**config.mk**
```make
export PLATFORM = sky130hd
export DESIGN_NAME = pmul_sad_unit
export DESIGN_NICKNAME = d
export VERILOG_FILES = /design/src/rtl/pms_pkg.sv /design/src/rtl/lane_mul.sv /design/src/rtl/sad_absdiff.sv /design/src/rtl/sad_sum.sv /design/src/rtl/pmul_sad_unit.sv
export SDC_FILE = /design/constraint.sdc
export NUM_CORES = 2
export LEC_CHECK = 0
export BUFFER_PORTS_ARGS = -buffer_cell sky130_fd_sc_hd__buf_2
export CAP_MARGIN = 5
export CORE_ASPECT_RATIO = 1.75
export CORE_UTILIZATION = 45
export DETAILED_ROUTE_END_ITERATION = 8
export PLACE_DENSITY = 0.6
export SLEW_MARGIN = 25
export SYNTH_ARGS = -nofsm -noshare
export SYNTH_HDL_FRONTEND = slang
export SYNTH_SLANG_ARGS = --single-unit
```
**constraint.sdc**
```tcl
create_clock -name clk -period 14.2 [get_ports clk]
set_input_delay 1.42 -clock clk [delete_from_list [all_inputs] [get_ports clk]]
set_output_delay 1.42 -clock clk [all_outputs]
set_load 0.005 [all_outputs]
```
**src/rtl/pms_pkg.sv**
```systemverilog
package pms_pkg;
  localparam int LANES   = 4;
  localparam int LANE_W  = 16;
  localparam int DATA_W  = LANES * LANE_W;
  localparam int BYTES   = DATA_W / 8;
  localparam int PROD_W  = 2 * LANE_W + 2;
  localparam int SAD_W   = 8 + $clog2(BYTES);

  typedef enum logic [2:0] {
    OP_LOW  = 3'd0,
    OP_HIS  = 3'd1,
    OP_HIU  = 3'd2,
    OP_MADD = 3'd3,
    OP_SAD  = 3'd4
  } pm_op_e;
endpackage

```
**src/rtl/lane_mul.sv**
```systemverilog
module lane_mul #(
  parameter int W = 16
) (
  input  logic [W-1:0]     a,
  input  logic [W-1:0]     b,
  input  logic             sgn,
  output logic [2*W+1:0]   prod
);
  logic signed [W:0]     ax, bx;
  logic signed [2*W+1:0] p;
  always_comb begin
    ax = $signed({sgn & a[W-1], a});
    bx = $signed({sgn & b[W-1], b});
    p  = ax * bx;
    prod = p;
  end
endmodule

```
**src/rtl/sad_absdiff.sv**
```systemverilog
module sad_absdiff #(
  parameter int NB = 8
) (
  input  logic [NB*8-1:0] a,
  input  logic [NB*8-1:0] b,
  output logic [NB*8-1:0] diffs
);
  for (genvar i = 0; i < NB; i++) begin : g_byte
    logic [7:0] x, y;
    assign x = a[i*8 +: 8];
    assign y = b[i*8 +: 8];
    assign diffs[i*8 +: 8] = (x >= y) ? (x - y) : (y - x);
  end
endmodule

```
**src/rtl/sad_sum.sv**
```systemverilog
module sad_sum #(
  parameter int NB = 8,
  parameter int SW = 11
) (
  input  logic [NB*8-1:0] diffs,
  output logic [SW-1:0]   total
);
  always_comb begin
    total = '0;
    for (int i = 0; i < NB; i++)
      total = total + SW'(diffs[i*8 +: 8]);
  end
endmodule

```
**src/rtl/pmul_sad_unit.sv**
```systemverilog
module pmul_sad_unit
  import pms_pkg::*;
(
  input  logic        clk,
  input  logic        rst_n,
  input  logic        in_valid,
  output logic        in_ready,
  input  logic [2:0]  in_op,
  input  logic [63:0] in_a,
  input  logic [63:0] in_b,
  output logic        out_valid,
  input  logic        out_ready,
  output logic [63:0] out_data
);
  logic advance;
  assign advance  = !out_valid || out_ready;
  assign in_ready = advance;

  // stage 1 combinational: products and byte differences
  logic              use_signed;
  logic [PROD_W-1:0] prod_c [LANES];
  logic [DATA_W-1:0] diff_c;
  assign use_signed = (in_op != OP_HIU);

  for (genvar i = 0; i < LANES; i++) begin : g_lane
    lane_mul #(.W(LANE_W)) u_mul (
      .a   (in_a[i*LANE_W +: LANE_W]),
      .b   (in_b[i*LANE_W +: LANE_W]),
      .sgn (use_signed),
      .prod(prod_c[i])
    );
  end

  sad_absdiff #(.NB(BYTES)) u_absd (.a(in_a), .b(in_b), .diffs(diff_c));

  // stage 1 registers
  logic              s1_valid;
  logic [2:0]        s1_op;
  logic [PROD_W-1:0] s1_prod [LANES];
  logic [DATA_W-1:0] s1_diff;

  always_ff @(posedge clk) begin
    if (!rst_n) begin
      s1_valid <= 1'b0;
    end else if (advance) begin
      s1_valid <= in_valid;
    end
  end

  always_ff @(posedge clk) begin
    if (advance && in_valid) begin
      s1_op   <= in_op;
      s1_diff <= diff_c;
      for (int i = 0; i < LANES; i++) s1_prod[i] <= prod_c[i];
    end
  end

  // stage 2 combinational: selection and summation
  logic [SAD_W-1:0]  sad_total;
  logic [DATA_W-1:0] res_c;

  sad_sum #(.NB(BYTES), .SW(SAD_W)) u_sum (.diffs(s1_diff), .total(sad_total));

  always_comb begin
    res_c = '0;
    case (s1_op)
      OP_LOW: for (int i = 0; i < LANES; i++)
                res_c[i*LANE_W +: LANE_W] = s1_prod[i][LANE_W-1:0];
      OP_HIS, OP_HIU:
              for (int i = 0; i < LANES; i++)
                res_c[i*LANE_W +: LANE_W] = s1_prod[i][2*LANE_W-1:LANE_W];
      OP_MADD: for (int j = 0; j < LANES/2; j++)
                res_c[j*2*LANE_W +: 2*LANE_W] =
                  s1_prod[2*j][2*LANE_W-1:0] + s1_prod[2*j+1][2*LANE_W-1:0];
      OP_SAD: res_c[SAD_W-1:0] = sad_total;
      default: res_c = '0;
    endcase
  end

  // stage 2 registers
  always_ff @(posedge clk) begin
    if (!rst_n) begin
      out_valid <= 1'b0;
    end else if (advance) begin
      out_valid <= s1_valid;
    end
  end

  always_ff @(posedge clk) begin
    if (advance && s1_valid) out_data <= res_c;
  end


  hold_data_chk: assert property (@(posedge clk) disable iff (!rst_n)
    out_valid && !out_ready |=> out_valid && $stable(out_data));

  stall_ready_chk: assert property (@(posedge clk) disable iff (!rst_n)
    out_valid && !out_ready |-> !in_ready);

  fill_ready_chk: assert property (@(posedge clk) disable iff (!rst_n)
    !out_valid |-> in_ready);

  valid_flow_chk: assert property (@(posedge clk) disable iff (!rst_n)
    advance && s1_valid |=> out_valid);

  sad_upper_zero_chk: assert property (@(posedge clk) disable iff (!rst_n)
    advance && s1_valid && s1_op == OP_SAD |=> out_data[DATA_W-1:SAD_W] == '0);
endmodule

```
After elaboration in Yosys (flattened, before gate mapping). Memory sizes are Yosys's and may differ from the RTL's. Index checks and enable logic that the tools add are counted.

$add $sub $neg: 25. Multiply operators: 4. Divide/modulo/power cells: 0. $lt $le $gt $ge: 8. Equality and inequality tests: 5. Shift-type cells: 0. Muxes and demuxes: 12. Bitwise operators: 8. Reduce and logical (&&, ||, !) cells: 6.

Operators with widths (number): 53-bit one-hot mux with 3 select lines (1); 17-bit by 17-bit multiplier with 34-bit output (4); 8-bit subtractor (16); 11-bit by 8-bit adder with 11-bit output (6); 32-bit adder (2); 8-bit >= comparator (8); 8-bit two-way mux (8); 11-bit one-hot mux with 4 select lines (1); 8-bit by 8-bit adder with 9-bit output (1); 1-bit bitwise AND (8); 3-bit by 2-bit equality test with 1-bit output, second input constant (2); 3-bit by 1-bit equality test with 1-bit output, second input constant (1); 3-bit equality test, second input constant (1); 3-bit zero test (1); 3-bit by 2-bit != test with 1-bit output, second input constant (1); 1-bit logical AND (2); 1-bit two-way mux (2); 2-bit OR reduction (1); 1-bit zero test (1); 1-bit logical OR (1).

Register bits after elaboration: 133. Latch bits: 0. Bits in writable memories: 136. Memory bits (read-only): 0. Input port bits: 135. Word-level logic and storage cells: 74. Memories: 1.

Memory list: s1_prod (words 4, bits a word 34, read ports 4, clocked after memory_dff 0, wr ports 4, line pmul_sad_unit.sv:39) `logic [PROD_W-1:0] s1_prod [LANES];`.

Logic depth before layout (Yosys ltp).
Depth after elaboration: 8. Depth in mapped cells: 27. Gate-level depth less buffers: 26.

Hierarchy. A second synthesis with hierarchy kept.

Cell total of the unflattened synthesis: 6721. Area total of the unflattened synthesis: 63621.0 um2.

Modules (own cells, without submodules): pmul_sad_unit (instances 1, cells each 1062, area an instance 13305.3 um2, seq. area each 7817.5 um2); lane_mul (g_lane[0].u_mul) (instances 1, cells each 1219, area an instance 10956.8 um2, seq. area each 0.0 um2); lane_mul (g_lane[1].u_mul) (instances 1, cells each 1209, area an instance 10915.5 um2, seq. area each 0.0 um2); lane_mul (g_lane[3].u_mul) (instances 1, cells each 1200, area an instance 10884.2 um2, seq. area each 0.0 um2); lane_mul (g_lane[2].u_mul) (instances 1, cells each 1187, area an instance 10876.7 um2, seq. area each 0.0 um2); sad_absdiff (instances 1, cells each 665, area an instance 5066.1 um2, seq. area each 0.0 um2); sad_sum (instances 1, cells each 179, area an instance 1616.6 um2, seq. area each 0.0 um2).

Worst setup path before layout. OpenSTA, ideal clock, no wires.

Path kind: in2reg. From: input in_op[0]. To: memory s1_prod[1][31] (netlist bit) (data pin). Setup time: 0.273 ns. Data arrival time: 7.403 ns. Slack: 6.524 ns. Stages: 24. Path through: nor2_1 -> nand2_1 -> clkbuf_1 -> clkbuf_1 -> and3_1 -> fa_1 -> inv_1 -> fa_1 -> fa_1 -> fa_1 -> fa_1 -> fa_1 -> inv_1 -> ha_1 -> a21oi_1 -> o21bai_1 -> a21o_1 -> a211oi_1 -> nor2_1 -> o21a_1 -> a311oi_1 -> o21ai_1 -> a2111oi_0 -> a311oi_1.

RTL lines: from (decl) (line pmul_sad_unit.sv:8) `input logic [2:0] in_op,`; to (decl) (line pmul_sad_unit.sv:39).

==> run_results.csv <==
group,metric,value,unit
placement,place.gp.congestion,0.968,
timing,finalCriticalPeriod,8.30,ns
floorplan,fp.dieW,278,um
yosys,synth_fa_ha_area_share,51.9,%
yosys,yosysTopAreaCellShare,39.5,%
yosys,syn_nets,8304,
yosys,synthTopCellsByArea,"fa_1, edfxtp_1, ha_1, inv_1, nand2_1",
timing,slew_viol_final,0,
clock_network,ctsLongestPathBuffers,3,
detailed_routing,drt-wirelength-per-cell,23.2,um
timing,hold_viol,0,
timing,fmaxAchievable,120,MHz
global_route,grt_first_pass_wirelength,289000,um
timing,slew_headroom,30.2,%
floorplan,die_area,0.135,mm^2
clock_network,htreeDepth,1,
worst_setup_path,critPathArrivalTime,8.63,ns
clock_network,postCtsSetupRepairBufs,0,
job,drv_cap,0,
yosys,synth-warning-count,0,
timing,finClkSkew,0.0160,ns
outcome,status,"finished clean",
clock_network,clk_latency,0.59,ns
placement,place_hpwl,156000,um
detailed_routing,wl,189000,um
worst_setup_path,crit_top_cell,"fa_1",
global_route,first_global_vias,48956,
worst_setup_path,path_class,"in -> reg",
timing,worst_slew_pin_slew,1.05,ns
clock_network,hold_buffers,0,
floorplan,fp-row-count,177,
worst_setup_path,crit_path_max_incr_delay,0.55,ns
finish,nets,8350,
yosys,yosysSeqAreaShare,13.0,%
yosys,synth-simple-area-share,10.9,%
yosys,ys_types,82,
clock_network,ctsResizeCount,0,
clock_network,cts_tree,"yes",
yosys,synthXorXnorAreaFrac,3.73,%
finish,layout-drive-gt1-share,4.84,%
floorplan,core-area,0.133,mm^2
detailed_routing,vias_per_cell,5.51,
yosys,ys_ff_latch,261,
clock_network,root_buffer,"clkbuf_16",
finish,fillers,12780,
clock_network,clk_pin_slew,0.07,ns
worst_setup_path,cp-start-kind,"input port",
timing,finalSetupTns,0,ns
timing,grt_setup_unrepaired,"no",
yosys,synth_top_family_by_area,"adder cells",
global_route,grt_start_max_net_pins,76,
worst_setup_path,crit_required,14.53,ns
yosys,syn_area,0.0601,mm^2
detailed_routing,firstDrtPassIters,6,
worst_hold_path,worst_hold_path_type,"reg -> reg",
worst_setup_path,path_buf_inv,5,
detailed_routing,num_vias,44913,
placement,numPortBuffers,200,
floorplan,die_y,485,um
yosys,avgSynthCellArea,9.41,um^2
worst_setup_path,slowest_stage,"fa_1",
yosys,synth_top_flop_cell,"edfxtp_1",
floorplan,start_util,45.3,%
floorplan,pin_count,201,
detailed_routing,ant_nets,0,
finish,area_delta_synth_final,5.49,%
clock_network,clkSinkCount,261,
worst_setup_path,reg2reg_slack,8.17,ns
yosys,synth_edf_count,259,
global_route,gr-usage-all-layers,28.6,%
yosys,synth-async-reset-ratio,0,%
detailed_routing,drtIter0Drc,2667,
yosys,netlist_instances,6387,
timing,period_share,58.5,%
clock_network,cts_made_buffers,27,
yosys,synthMuxAreaShare,1.48,%
yosys,synth_compound_area_share,8.25,%
detailed_routing,drc_errors,0,
worst_setup_path,crit_fanout,34,
worst_setup_path,critical_path.top_delay_family,"adder cells",
global_route,grt-ovfl-total,0,
timing,setup_viol,0,
worst_setup_path,end_kind,"flip-flop",
global_route,grt_antenna_before_repair,3,
yosys,synth_top_area_cell,"fa_1",
[final cells by class]
type,instances,area [um^2],area share (%)
clock buffers,28,679,1.07
clock inverters,19,125,0.197
repair buffers,211,1080,1.71
inverters,1512,5680,8.95
diodes,3,7.51,0.0118
flip-flops and latches,261,7820,12.3
well taps,1700,2130,3.36
multi-input cells,4420,45900,72.4
[final timing paths]
| kind | from | to | cells past startpoint |
|---|---|---|---|
| max | in_op[0] | s1_prod[0][31]$_DFFE_PP_ | 26 |
| min | s1_valid$_SDFFE_PN0N_ | out_valid$_SDFFE_PN0N_ | 2 |
| max reg2reg | s1_diff[0]$_DFFE_PP_ | out_data[9]$_DFFE_PP_ | 20 |
| min reg2reg | s1_valid$_SDFFE_PN0N_ | out_valid$_SDFFE_PN0N_ | 2 |
[logic make-up after synthesis]
family                   count (synthesis)
AND/OR/NAND/NOR                       1552
multiplexers                            86
adder cells (fa/ha/maj)               1782
flip-flops                             261
XOR/XNOR                               255
buffers and inverters                 1706
AO/OA/AOI/OAI                          745
[worst register-to-register path: stages, from the launching register on]
cell and delay, ns:
edfxtp_1 0.39, ha_1 0.24, fa_1 0.40, xnor2_1 0.50, fa_1 0.54, fa_1 0.46, fa_1 0.56, inv_1 0.07
fa_1 0.51, inv_1 0.06, fa_1 0.41, nor2b_1 0.12, o21ai_0 0.10, a21boi_0 0.27, o21ai_0 0.12, nand2b_1 0.13
a21o_1 0.13, a21oi_1 0.07, xnor2_1 0.35, o21ai_0 0.17, a21oi_1 0.26
[registers in the layout (all words and copies together), names as in the netlist]
register / flops
out_data: 64
s1_diff: 64
s1_prod: 128
out_valid: 1
s1_valid: 1
s1_op: 3
[metal layers]
metal  wire length (um)  track usage, %  share of wire [%]  vias up
li1                   -               -                  -    19747
met1              69200            32.8                 37    23094
met2              98100            51.9                 52     1569
met3               8910            2.35                4.7      501
met4              13000            16.9                6.9        2
met5                 14               0             0.0074        -
[cell usage after synthesis, drive strengths merged, types with 7 or more instances]
cell type,count
nand2b,21
nor2b,50
a21oi,172
mux2,25
o211a,10
ha,597
a311oi,13
or3,7
xnor2,193
inv,1477
o211ai,48
o21a,38
xor2,62
o21bai,26
edfxtp,259
o31ai,7
nand4,11
o22ai,13
a21o,69
a211oi,52
a22oi,31
nand2,647
a21boi,36
nor2,586
a31oi,14
clkbuf,174
buf,20
a211o,15
o21ai,150
fa,1185
nand3,30
clkinv,35
mux2i,61
nor3,53
and2,83
and3,44
[through the flow]
step	area, um^2	setup slack (ns)	util, %	cells	hold slack, ns
2_1_floorplan	60100	6.52	-	6387	0.443
3_3_place_gp	62600	5.35	47.2	8104	0.473
4_1_cts	63400	5.92	47.8	8151	0.482
6_report	63400	5.90	47.8	8154	0.480
5_1_grt	63400	5.68	47.8	8151	0.519
3_5_place_dp	62600	5.30	47.2	8104	0.474
[cell usage in the layout, fill, tap and decap left out, drive strengths merged, types with 13 or more instances in the layout]
cell | netlist | layout
a211o | 15 | 15
a211oi | 52 | 52
a21boi | 36 | 36
a21o | 69 | 69
a21oi | 172 | 172
a22oi | 31 | 31
a311oi | 13 | 13
a31oi | 14 | 14
and2 | 83 | 83
and3 | 44 | 44
buf | 20 | 211
clkbuf | 174 | 28
clkinv | 35 | 48
edfxtp | 259 | 259
fa | 1185 | 1185
ha | 597 | 597
inv | 1477 | 1482
mux2 | 25 | 25
mux2i | 61 | 61
nand2 | 647 | 647
nand2b | 21 | 21
nand3 | 30 | 30
nor2 | 586 | 586
nor2b | 50 | 50
nor3 | 53 | 53
o211ai | 48 | 48
o21a | 38 | 38
o21ai | 150 | 150
o21bai | 26 | 26
o22ai | 13 | 13
xnor2 | 193 | 193
xor2 | 62 | 62
Power is left out: the tool's default activity adds up to more than one toggle a clock period on the data nets, which glitch-free logic cannot reach.
